===== src/rtl/mbox_pkg.sv =====
package mbox_pkg;
  localparam int unsigned WORD_W_DEF    = 32;
  localparam int unsigned NUM_WORDS_DEF = 8;
  // Header field positions within the last word
  localparam int unsigned HDR_TYPE_LSB   = 0;
  localparam int unsigned HDR_VER_LSB    = 3;
  localparam int unsigned HDR_DIR_BIT    = 7;
  localparam int unsigned HDR_STAT_LSB   = 8;
  localparam int unsigned HDR_FNRST_BIT  = 24;
  localparam int unsigned HDR_OWNER_BIT  = 31;
endpackage


===== src/rtl/mbox_owner.sv =====
module mbox_owner (
  input  logic clk_i,
  input  logic rst_ni,
  input  logic req_last_i,
  input  logic rsp_last_i,
  input  logic rsp_own_bit_i,
  output logic owner_rsp_o,
  output logic req_pending_o,
  output logic rsp_ready_o
);
  logic owner_q, pend_q, rdy_q;

  always_ff @(posedge clk_i or negedge rst_ni) begin
    if (!rst_ni) begin
      owner_q <= 1'b0;
      pend_q  <= 1'b0;
      rdy_q   <= 1'b0;
    end else begin
      pend_q <= req_last_i;
      rdy_q  <= rsp_last_i & ~rsp_own_bit_i;
      if (req_last_i)      owner_q <= 1'b1;
      else if (rsp_last_i) owner_q <= rsp_own_bit_i;
    end
  end

  assign owner_rsp_o   = owner_q;
  assign req_pending_o = pend_q;
  assign rsp_ready_o   = rdy_q;

  a_r4_pend_single: assert property (@(posedge clk_i) disable iff (!rst_ni)
    pend_q |=> !pend_q);
  a_r7_rdy_single: assert property (@(posedge clk_i) disable iff (!rst_ni)
    rdy_q |=> !rdy_q);
endmodule


===== src/rtl/mbox_store.sv =====
module mbox_store #(
  parameter int unsigned WORD_W    = 32,
  parameter int unsigned NUM_WORDS = 8,
  localparam int unsigned AW       = $clog2(NUM_WORDS),
  localparam int unsigned FLAT_W   = WORD_W * NUM_WORDS
) (
  input  logic              clk_i,
  input  logic              rst_ni,
  input  logic              wr_en_i,
  input  logic [AW-1:0]     wr_addr_i,
  input  logic [WORD_W-1:0] wr_data_i,
  input  logic              owner_i,
  output logic [FLAT_W-1:0] words_o
);
  localparam int unsigned LAST = NUM_WORDS - 1;

  for (genvar i = 0; i < NUM_WORDS; i++) begin : g_word
    if (i == LAST) begin : g_hdr
      // Top bit of the header word lives in the owner flag
      logic [WORD_W-2:0] hdr_q;
      always_ff @(posedge clk_i or negedge rst_ni) begin
        if (!rst_ni) hdr_q <= '0;
        else if (wr_en_i && wr_addr_i == AW'(i)) hdr_q <= wr_data_i[WORD_W-2:0];
      end
      assign words_o[i*WORD_W +: WORD_W] = {owner_i, hdr_q};
    end else begin : g_data
      logic [WORD_W-1:0] data_q;
      always_ff @(posedge clk_i or negedge rst_ni) begin
        if (!rst_ni) data_q <= '0;
        else if (wr_en_i && wr_addr_i == AW'(i)) data_q <= wr_data_i;
      end
      assign words_o[i*WORD_W +: WORD_W] = data_q;
    end
  end
endmodule


===== src/rtl/mbox_rd_port.sv =====
module mbox_rd_port #(
  parameter int unsigned WORD_W    = 32,
  parameter int unsigned NUM_WORDS = 8,
  localparam int unsigned AW       = $clog2(NUM_WORDS),
  localparam int unsigned FLAT_W   = WORD_W * NUM_WORDS
) (
  input  logic [FLAT_W-1:0] words_i,
  input  logic [AW-1:0]     addr_i,
  input  logic              force_ones_i,
  output logic [WORD_W-1:0] rdata_o
);
  logic [WORD_W-1:0] sel;
  always_comb begin
    sel = '0;
    for (int i = 0; i < NUM_WORDS; i++)
      if (addr_i == AW'(i)) sel = words_i[i*WORD_W +: WORD_W];
  end
  assign rdata_o = force_ones_i ? '1 : sel;
endmodule


===== src/rtl/mbox_aperture.sv =====
module mbox_aperture #(
  parameter int unsigned WORD_W    = mbox_pkg::WORD_W_DEF,
  parameter int unsigned NUM_WORDS = mbox_pkg::NUM_WORDS_DEF,
  localparam int unsigned AW       = $clog2(NUM_WORDS)
) (
  input  logic              clk_i,
  input  logic              rst_ni,
  input  logic              func_rst_i,
  input  logic              req_we_i,
  input  logic [AW-1:0]     req_addr_i,
  input  logic [WORD_W-1:0] req_wdata_i,
  output logic [WORD_W-1:0] req_rdata_o,
  input  logic              rsp_we_i,
  input  logic [AW-1:0]     rsp_addr_i,
  input  logic [WORD_W-1:0] rsp_wdata_i,
  output logic [WORD_W-1:0] rsp_rdata_o,
  output logic              owner_rsp_o,
  output logic              req_pending_o,
  output logic              rsp_ready_o
);
  localparam int unsigned FLAT_W = WORD_W * NUM_WORDS;
  localparam logic [AW-1:0] LAST_A = AW'(NUM_WORDS - 1);

  logic              owner;
  logic              req_acc, rsp_acc, wr_en;
  logic [AW-1:0]     wr_addr;
  logic [WORD_W-1:0] wr_data;
  logic [FLAT_W-1:0] words;

  // Only the current owner may write; the two accept terms are exclusive
  assign req_acc = req_we_i & ~owner;
  assign rsp_acc = rsp_we_i &  owner;
  assign wr_en   = req_acc | rsp_acc;
  assign wr_addr = req_acc ? req_addr_i  : rsp_addr_i;
  assign wr_data = req_acc ? req_wdata_i : rsp_wdata_i;

  mbox_owner i_owner (
    .clk_i         (clk_i),
    .rst_ni        (rst_ni),
    .req_last_i    (req_acc && req_addr_i == LAST_A),
    .rsp_last_i    (rsp_acc && rsp_addr_i == LAST_A),
    .rsp_own_bit_i (rsp_wdata_i[WORD_W-1]),
    .owner_rsp_o   (owner),
    .req_pending_o (req_pending_o),
    .rsp_ready_o   (rsp_ready_o)
  );

  mbox_store #(.WORD_W(WORD_W), .NUM_WORDS(NUM_WORDS)) i_store (
    .clk_i     (clk_i),
    .rst_ni    (rst_ni),
    .wr_en_i   (wr_en),
    .wr_addr_i (wr_addr),
    .wr_data_i (wr_data),
    .owner_i   (owner),
    .words_o   (words)
  );

  mbox_rd_port #(.WORD_W(WORD_W), .NUM_WORDS(NUM_WORDS)) i_req_rd (
    .words_i      (words),
    .addr_i       (req_addr_i),
    .force_ones_i (func_rst_i),
    .rdata_o      (req_rdata_o)
  );

  mbox_rd_port #(.WORD_W(WORD_W), .NUM_WORDS(NUM_WORDS)) i_rsp_rd (
    .words_i      (words),
    .addr_i       (rsp_addr_i),
    .force_ones_i (1'b0),
    .rdata_o      (rsp_rdata_o)
  );

  assign owner_rsp_o = owner;

  a_r3_handoff: assert property (@(posedge clk_i) disable iff (!rst_ni)
    (req_we_i && !owner && req_addr_i == LAST_A) |=> owner_rsp_o);
  a_r4_pend_on_rise: assert property (@(posedge clk_i) disable iff (!rst_ni)
    req_pending_o |-> (owner_rsp_o && !$past(owner_rsp_o)));
  a_r7_ready_on_fall: assert property (@(posedge clk_i) disable iff (!rst_ni)
    rsp_ready_o |-> (!owner_rsp_o && $past(owner_rsp_o)));
  a_r7_pulses_exclusive: assert property (@(posedge clk_i) disable iff (!rst_ni)
    $onehot0({req_pending_o, rsp_ready_o}));
  a_r5_req_blocked: assert property (@(posedge clk_i) disable iff (!rst_ni)
    (owner && !rsp_we_i) |=> $stable(words));
  a_r6_rsp_blocked: assert property (@(posedge clk_i) disable iff (!rst_ni)
    (!owner && !req_we_i) |=> $stable(words));
endmodule


===== config.mk =====
export PLATFORM = sky130hd
export DESIGN_NAME = mbox_aperture
export DESIGN_NICKNAME = d
export VERILOG_FILES = /design/src/rtl/mbox_pkg.sv /design/src/rtl/mbox_owner.sv /design/src/rtl/mbox_store.sv /design/src/rtl/mbox_rd_port.sv /design/src/rtl/mbox_aperture.sv
export SDC_FILE = /design/constraint.sdc
export NUM_CORES = 1
export LEC_CHECK = 0
export BUFFER_PORTS_ARGS = -buffer_cell sky130_fd_sc_hd__buf_2
export CORE_MARGIN = 2
export CORE_UTILIZATION = 50
export CTS_BUF_LIST = sky130_fd_sc_hd__clkbuf_8
export CTS_CLUSTER_DIAMETER = 120
export DETAILED_ROUTE_END_ITERATION = 8
export PLACE_DENSITY = 0.69
export RECOVER_POWER = 100
export SYNTH_ARGS = -nofsm -noshare
export SYNTH_HDL_FRONTEND = slang
export SYNTH_SLANG_ARGS = --single-unit

===== constraint.sdc =====
create_clock -name clk_i -period 4.35 [get_ports clk_i]
set_input_delay 1.305 -clock clk_i [delete_from_list [all_inputs] [get_ports clk_i]]
set_output_delay 1.305 -clock clk_i [all_outputs]
set_load 0.05 [all_outputs]

* Word level (Yosys, flattened, before mapping)
Cells that the tools add are included.
** Storage, ports and cells
- Bits in registers :: 258
- Input bits :: 75
- Output and inout port bits :: 67
- Logic and storage cells :: 73
** Operators by class
- Eq/ne operators :: 21
- Muxes and demuxes :: 21
- Bitwise operators :: 6
- Reduce and logical (&&, ||, !) cells :: 14
** Operators by type and width (number)
- $mux 32 :: 18
- $eq 3x3->1 const B :: 12
- $eq 3x2->1 const B :: 6
- $logic_and 1x1->1 :: 10
- $eq 3x1->1 const B :: 3
- $logic_not 3->1 :: 3
- $and 1x1->1 :: 3
- $mux 3 :: 1
- $mux 1 :: 2
- $not 1->1 :: 2
- $reduce_bool 2->1 :: 1
- $or 1x1->1 :: 1

* Depth between registers and ports, before layout
Gate-level depths: netlist of run 1.
- Depth in word-level cells :: 10
- Gate-level depth with buffers :: 8
- Gate-level depth less buffers :: 4

* Cells and area by module
Synthesis of run 1 repeated with hierarchy kept, for this count alone.
** Second synthesis, totals
- Cells, all modules :: 1355
- Area total of the unflattened synthesis :: 15601.2 um^2
** By module, submodules not included
- mbox_store :: times used 1, cells an instance 550, area each 9584.2 um^2, seq. area each 6381.1 um^2
- mbox_rd_port :: times used 2, cells an instance 376, area each 2650.0 um^2, seq. area each 0.0 um^2
- mbox_aperture :: times used 1, cells an instance 47, area each 613.1 um^2, seq. area each 0.0 um^2
- mbox_owner :: times used 1, cells an instance 6, area each 103.8 um^2, seq. area each 75.1 um^2

* Least setup slack after synthesis of run 1
OpenSTA, ideal clock, no wires.
- Path type :: input -> output
- Start :: input port rsp_addr_i[1]
- End :: output port rsp_rdata_o[24]
- Arrival :: 3327 ps
- Data required time :: 3045 ps
- Slack :: -282 ps
- Stages :: 7
- Buffers on the path :: 3
- Path through :: buf_4 > buf_4 > buf_4 > nor3_1 > a211oi_1 > a211oi_1 > a221oi_1
** Between the ends
- Word-level cells in the longest chain between the ends :: 9
- Elaborated cells between the ends (all ways) :: 16
- Those cells by class :: eq/ne: 7; mux: 8; reduce/logical: 1
** RTL lines
- from (decl) :: line mbox_aperture.sv:14 : input logic [AW-1:0] rsp_addr_i,
- $logic_not 3->1 :: line mbox_rd_port.sv:16 : if (addr_i == AW'(i)) sel = words_i[i*WORD_W +: WORD_W];
- $mux 32 (7 in series) :: line mbox_rd_port.sv:16
- $mux 32 * :: line mbox_rd_port.sv:16
- to (decl) :: line mbox_aperture.sv:16 : output logic [WORD_W-1:0] rsp_rdata_o,
Mark *: on every way between the ends. The rest lies on a longest branch, timed or not.

* Worst setup path in the final report of run 1
- Start :: input port rsp_addr_i[1]
- End :: output port rsp_rdata_o[19]
The elaborated chain is that of the path after synthesis.

==> results of run 1 <==
registers in the layout, indices dropped and copies added, names as in the netlist:
signal	cells
i_owner.owner_rsp_o	1
i_owner.req_pending_o	1
i_owner.rsp_ready_o	1
i_store.g_word.g_data.data_q	224
i_store.g_word.g_hdr.hdr_q	31
placed cells by master (no fill, tap or decap), drive strengths merged, types with 3 or more instances in the layout:
cell type  count
mux2         288
dfrtp        258
mux2i        183
buf          137
clkbuf       124
nor2         108
a21oi         69
nand2         45
a22oi         29
a211oi        29
o22ai         27
o211ai        27
a221oi        27
inv           22
o2bb2ai       21
o21ai         17
a21o           7
o211a          6
o221ai         6
clkinv         6
nand2b         5
nor3           4
nor2b          4
mux4           3
a22o           3
routing by layer:
layer	vias up	wire length [um]
met2	508	20120
met1	5868	19470
li1	5168	-
met4	0	1042
met5	-	0
met3	79	3023
synthesized netlist by cell type, types with 12 or more instances:
library cell and number:
o22ai_1 27, o2bb2ai_1 21, mux2_4 91, o21ai_0 15
mux2_2 166, a221oi_1 27, buf_6 18, a22oi_1 29
buf_4 12, o211ai_1 27, a211oi_1 29, nand2_1 44
nor2_1 107, mux2i_1 183, a21oi_1 69, mux2_1 31
clkbuf_1 33, dfrtp_1 258, buf_2 43
critical path: cells and delay by family:
family,cells,cell delay (ns)
buffers and inverters,3,0.85
AO/OA/AOI/OAI,3,0.59
multiplexers,1,0.23
through the flow:
step,instances,power (mW),setup slack [ns],hold WS [ns]
after floorplan,1305,7.699,0.001734,0.4812
after global placement,1792,8.635,0.1606,0.4992
after detailed placement,1792,8.793,0.1532,0.5088
after CTS,1874,11.08,0.1429,0.5216
after global routing,1874,11.35,0.007990,0.5226
final,1875,10.71,0.04407,0.5125
kinds of logic after synthesis:
kind of cell           Yosys count  share of synthesized area (%)
buffers and inverters          118                          4.430
AO/OA/AOI/OAI                  279                          12.72
multiplexers                   474                          35.83
flip-flops                     258                          42.18
AND/OR/NAND/NOR                176                          4.847
worst max path at each step:
stage,from,slack (ns),end
floorplan,rsp_addr_i[0],0.002,rsp_rdata_o[16]
global placement,rsp_addr_i[1],0.16,rsp_rdata_o[22]
detailed placement,rsp_addr_i[1],0.15,rsp_rdata_o[9]
CTS,rsp_addr_i[1],0.14,rsp_rdata_o[9]
global route,rsp_addr_i[1],0.008,rsp_rdata_o[12]
finish,rsp_addr_i[1],0.04,rsp_rdata_o[19]
where the power goes:
group	switching [mW]	internal, mW
registers	1.08	3.59
logic	2.05	1.75
clock network	1.01	1.24
final cells by class:
cell class	instances	area [um^2]	share of cell area (%)
inverter	5	18.77	0.1097
timing repair buffer	204	1335	7.801
clock buffer	57	784.5	4.584
antenna	1	2.502	0.01462
clock inverter	25	131.4	0.7677
tap	396	495.5	2.895
multi-input combinational	929	7889	46.10
sequential	258	6456	37.73
==> summary.txt, run 1 <==
Outcome
  – Status: complete, but fails checks
  – Failing checks: max-capacitance violations, max-slew violations

Setup path
  – Slowest cell on crit path: a221oi_1
  – Critical Path Sink Type: primary output
  – Critical path class: in2out
  – Slowest Stage Delay on Critical Path: 0.30 ns
  – CP required: ~3 ns
  – Reg2reg start: i_owner.owner_rsp_o
  – CP arrival: roughly 3.0 ns
  – CP startpoint kind: primary input
  – CP max FO: 21
  – Worst R2R End: i_store.g_word[5].g_data.data_q[13]
  – Worst path cell trace: buf_4 > buf_6 > mux2i_1 > o22ai_1 > a221oi_1 > a22oi_1 > clkbuf_2
  – R2R setup slack: between 0.5 and 0.6 ns
  – R2R depth: 5

Cells and area
  – Share of layout cells above drive strength 1: between 20 and 30%
  – Design area: 17110 um^2
  – Final Util: ~56%
  – Filler cells: 2690
  – Area growth syn-to-layout: 11.80%
  – Total Nets Final: between 1500 and 2000

Logic synthesis
  – Post-synth top area cell: dfrtp_1
  – FFs w/ async S/R, synth: 100.0%
  – Number of synthesized flops with an enable pin: 0
  – Synth warnings: 0
  – Number of synthesized register bits: 258
  – Sequential area share after synthesis: 42.18%
  – Mapped Nets: ~1400
  – Syn avg cell area: 11.73 um^2
  – Post-synth top flop: dfrtp_1
  – Syn Inst Count: 1305
  – Synth top area cells: dfrtp_1, mux2_2, mux2i_1
  – Synth cell types: 51
  – Share of the synthesized area in the top cell type: 42.18%
  – Mapped Area: 15310 um^2

Global routing
  – Routing usage on met1: around two fifths
  – M2 GR Usage: around 44%
  – First-pass GRT wire length: 68050 um
  – Met3 usage: 4.368%
  – Largest net degree at the start of global routing: 107
  – Vias in the first global route: 11600
  – Final global-route overflow total: 0
  – Antenna violations before repair: 0
  – GR Util All Layers: 27.59%
  – Global route hottest layer: met2

Pwr
  – VDD IR max: 0.3982 mV
  – Pwr Density: ~630 nW/um^2
  – LEAKAGE: ~7.7 nW

CTS
  – Cts hold-fix bufs: 0
  – Clock sink total: 258
  – Root Buffer: clkbuf_8
  – Cts repair resizes: 0
  – CTS max path bufs: 3
  – CTS clock-pin slew for the worst setup and hold paths: 0.06 ns
  – H-tree lvl count: 2
  – Worst skew pair latency: 0.55 ns
  – TritonCTS buffer count: 46
  – Postcts setup bufs: 0
  – CTS tree: done

Placed design
  – Number of port buffers: 141
  – Placed instance area: 16630 um^2
  – Post-DP HPWL: 27870 um
  – Final GP Congestion: between 0.8 and 0.9

STA
  – Final Max Slew Viols: 124
  – Fin crit share: 98.99%
  – Tmin final: 4.306 ns
  – TNS Setup: 0 ns
  – Worst-margin pin slew: 2.762 ns
  – RSZ-0062 raised after global routing: no
  – Worst clock skew: 0.01190 ns
  – Fmax: approximately 230 MHz
  – Final setup fails: 0
  – Hold Vio Cnt, Final: 0
  – Headroom to the max-slew limit: -84.13%

Floorplan
  – Initial core utilization: 50.44%
  – Core area: 30350 um^2
  – Chip Width: about 180 um
  – Ports: ~140
  – Die ar.: 32030 um^2
  – Row count: 64
  – Die H: 179.0 um

Route
  – Via density: around 6.2
  – Routed wire length: 43660 um
  – Avg WL per Cell: around 23 um
  – DR pass1 iterations: 6
  – Initial DRC count: 1051
  – Routed Antenna Nets: 0
  – DR vias: ~12000
  – DRC errors left: 0

Hold path
  – Hold EP: i_store.g_word[1].g_data.data_q[30]
  – Hold wc startpoint: i_store.g_word[1].g_data.data_q[30]
  – Hold path depth: 1
  – Worst hold path class: reg2reg

Flow run
  – Maxcap violations: 2
Note: power is estimated with default switching activity, not from simulation.
==> inputs of run 2 (changes only) <==
- PLACE_DENSITY: 0.69 -> 0.7
==> run 2 against run 1 <==
  * The flow still finishes with violations (max-capacitance violations, max-slew violations)
  * Sequential share of layout area fell by 0.28 points
  * Final area rose by 0.75%
  * Clock skew rose by 0.010 ns
  * Worst hold slack improved by 0.0040 ns
  * Non-clock buffer count fell by 3
  * Die area did not move
  * Combinational power rose by 1%
  * Clock-buffer cell count rose by 3
  * Critical path depth fell by 1
  * Wire length rose by 1.1%
  * First-iteration DRC count fell by 3.2%
  * Highest routed layer unchanged
==> summary.txt, run 2 (synthesis gave the netlist of run 1 again) <==
Route
  – Routed Antenna Nets: 0 (unchanged)
  – DR vias: 11660 (was 11620)
  – DR pass1 iterations: 5 (was 6)
  – Met3 WL: 3321 um (was 3023 um)
  – Avg WL per Cell: 23.58 um (was 23.28 um)
  – Uppermost layer routed: met4 (unchanged)
  – DRC errors left: 0 (unchanged)
  – Routed wire length: 44120 um (was 43660 um)
  – Via density: 6.231 (was 6.199)
  – Initial DRC count: 1017 (was 1051)
  – Metal2 WL: 19880 um (was 20120 um)
  – Met1 Wirelength: 19710 um (was 19470 um)

Placed design
  – Post-DP HPWL: 27530 um (was 27870 um)
  – Pre-CTS setup slack: 0.1755 ns (was 0.1532 ns)
  – Number of port buffers: 141 (unchanged)
  – Placed instance area: 16710 um^2 (was 16630 um^2)
  – Final GP Congestion: 0.8419 (was 0.8560)

STA
  – Final setup fails: 0 (unchanged)
  – Final Max Slew Viols: 106 (was 124)
  – RSZ-0062 raised after global routing: no (unchanged)
  – Tmin final: 4.264 ns (was 4.306 ns)
  – Hold Vio Cnt, Final: 0 (unchanged)
  – Fin crit share: 98.01% (was 98.99%)
  – TNS Setup: 0 ns (unchanged)
  – Worst clock skew: 0.02201 ns (was 0.01190 ns)
  – Worst-margin pin slew: 2.225 ns (was 2.762 ns)
  – Headroom to the max-slew limit: -48.33% (was -84.13%)
  – Fmax: 234.5 MHz (was 232.2 MHz)
  – PnR worst setup slack: 0.08639 ns (was 0.04407 ns)

CTS
  – CTS tree: done (unchanged)
  – H-tree lvl count: 2 (unchanged)
  – Postcts setup bufs: 0 (unchanged)
  – TritonCTS buffer count: 46 (unchanged)
  – Root Buffer: clkbuf_8 (unchanged)
  – Clock sink total: 258 (unchanged)
  – CTS max path bufs: 3 (unchanged)
  – Worst skew pair latency: 0.56 ns (was 0.55 ns)
  – Cts hold-fix bufs: 0 (unchanged)
  – CTS clock-pin slew for the worst setup and hold paths: 0.05 ns (was 0.06 ns)
  – Cts repair resizes: 0 (unchanged)

Cells and area
  – Share of layout cells above drive strength 1: 29.38% (was 29.84%)
  – Total Nets Final: 1516 (was 1519)
  – Area growth syn-to-layout: 12.63% (was 11.80%)
  – Commonest non-fill, non-tap cells in the layout: dfrtp_1, mux2i_1, mux2_2 (unchanged)
  – Largest register FFs: 224 (unchanged)
  – Design area: 17240 um^2 (was 17110 um^2)
  – Filler cells: 2624 (was 2690)
  – Top reg by flops: i_store.g_word.g_data.data_q (unchanged)
  – Commonest non-fill, non-tap cell in the layout: dfrtp_1 (unchanged)
  – Biggest regs: i_store.g_word.g_data.data_q x224, i_store.g_word.g_hdr.hdr_q x31 (unchanged)

Floorplan
  – Core area: 30350 um^2 (unchanged)
  – Die ar.: 32030 um^2 (unchanged)
  – Ports: 142 (unchanged)
  – Row count: 64 (unchanged)
  – Initial core utilization: 50.44% (unchanged)
  – Chip Width: 179.0 um (unchanged)
  – Die H: 179.0 um (unchanged)

Pwr
  – Pwr Density: 623.2 nW/um^2 (was 626.1 nW/um^2)
  – Overall Power: 10.74 mW (was 10.71 mW)
  – LEAKAGE: 7.747 nW (was 7.704 nW)
  – VDD IR max: 0.3754 mV (was 0.3982 mV)

Setup path
  – R2R depth: 4 (was 5)
  – CP max FO: 21 (unchanged)
  – Critical path class: in2out (unchanged)
  – CP startpoint kind: primary input (unchanged)
  – CP required: 3.04 ns (about the same)
  – Worst R2R End: i_store.g_word[2].g_data.data_q[9] (was i_store.g_word[5].g_data.data_q[13])
  – R2R setup slack: 0.48 ns (was 0.56 ns)
  – Critical Path Sink Type: primary output (unchanged)
  – Reg2reg start: i_owner.owner_rsp_o (unchanged)
  – CP arrival: 2.96 ns (was 3.00 ns)

Global routing
  – First-pass GRT wire length: 68550 um (was 68050 um)
  – Vias in the first global route: 11820 (was 11600)
  – GR Util All Layers: 27.84% (was 27.59%)
  – Final global-route overflow total: 0 (unchanged)
  – Largest net degree at the start of global routing: 89 (was 107)
  – Antenna violations before repair: 1 (was 0)

Outcome
  – Status: complete, but fails checks (unchanged)
  – Failing checks: max-capacitance violations, max-slew violations (unchanged)

Hold path
  – Worst hold path class: reg2reg (unchanged)
  – Hold EP: i_store.g_word[1].g_data.data_q[25] (was i_store.g_word[1].g_data.data_q[30])
  – Hold path depth: 1 (unchanged)
  – Hold wc startpoint: i_store.g_word[1].g_data.data_q[25] (was i_store.g_word[1].g_data.data_q[30])

Flow run
  – Maxcap violations: 2 (unchanged)
==> run 2: changes by cell type in the layout (fill, tap and decap cells not counted), moves of 2 or more <==
| cell | change |
|---|---|
| mux2_2 | -5 |
| buf_4 | -9 |
| clkinv_2 | -4 |
| clkbuf_8 | +3 |
| mux2_4 | +6 |
| buf_2 | -7 |
| buf_12 | +10 |
| nand2_2 | -2 |
| nand2_1 | +2 |
==> run 2: cell type report <==
| class | instances | area (um^2) | area share, % |
|---|---|---|---|
| Antenna cell | 1 | 2.502 | 0.01451 |
| Clock buffer | 60 | 825.8 | 4.790 |
| Clock inverter | 21 | 85.08 | 0.4935 |
| Inverter | 5 | 18.77 | 0.1089 |
| Multi-Input combinational cell | 929 | 7908 | 45.87 |
| Sequential cell | 258 | 6456 | 37.45 |
| Tap cell | 396 | 495.5 | 2.874 |
| Timing Repair Buffer | 201 | 1449 | 8.404 |
==> run 2: routing by layer <==
layer	GRT usage, %	up-vias
met2	42.90	524
met1	39.19	5884
li1	-	5159
met3	5.110	92
met5	0	-
met4	10.20	0
==> run 2: worst max-delay path by stage <==
stage | startpoint | end | slack, ns | cells after the start
finish | rsp_addr_i[0] | rsp_rdata_o[10] | 0.09 | 6
global route | req_we_i | i_store.g_word[7].g_hdr.hdr_q[24] | 0.04 | 6
CTS | rsp_addr_i[0] | rsp_rdata_o[10] | 0.17 | 6
detailed placement | rsp_addr_i[0] | rsp_rdata_o[10] | 0.18 | 6
global placement | rsp_addr_i[2] | rsp_rdata_o[12] | 0.20 | 7
floorplan | rsp_addr_i[0] | rsp_rdata_o[16] | 0.002 | 7
==> run 2: stage by stage <==
step / util, % / instances / hold slack (ns)
final: 56.81 / 1871 / 0.5164
after global routing: 56.81 / 1871 / 0.5260
after CTS: 58.08 / 1870 / 0.5238
after detailed placement: 55.07 / 1789 / 0.5116
after global placement: 55.07 / 1789 / 0.4983
after floorplan: - / 1305 / 0.4812
==> run 2: worst max-delay path, cell delays in order <==
cell      delay (ns)
buf_2           0.17
clkbuf_4        0.47
mux4_2          0.58
nand2_1         0.09
nand2_1         0.10
buf_2           0.23
==> run 2: report_power, final <==
group | internal [mW] | leakage, nW | total [mW] | switching (mW)
sequential | 3.59 | 3.09 | 4.66 | 1.07
clock | 1.22 | 0.535 | 2.24 | 1.02
combinational | 1.77 | 4.12 | 3.84 | 2.06
total | 6.59 | 7.75 | 10.7 | 4.16
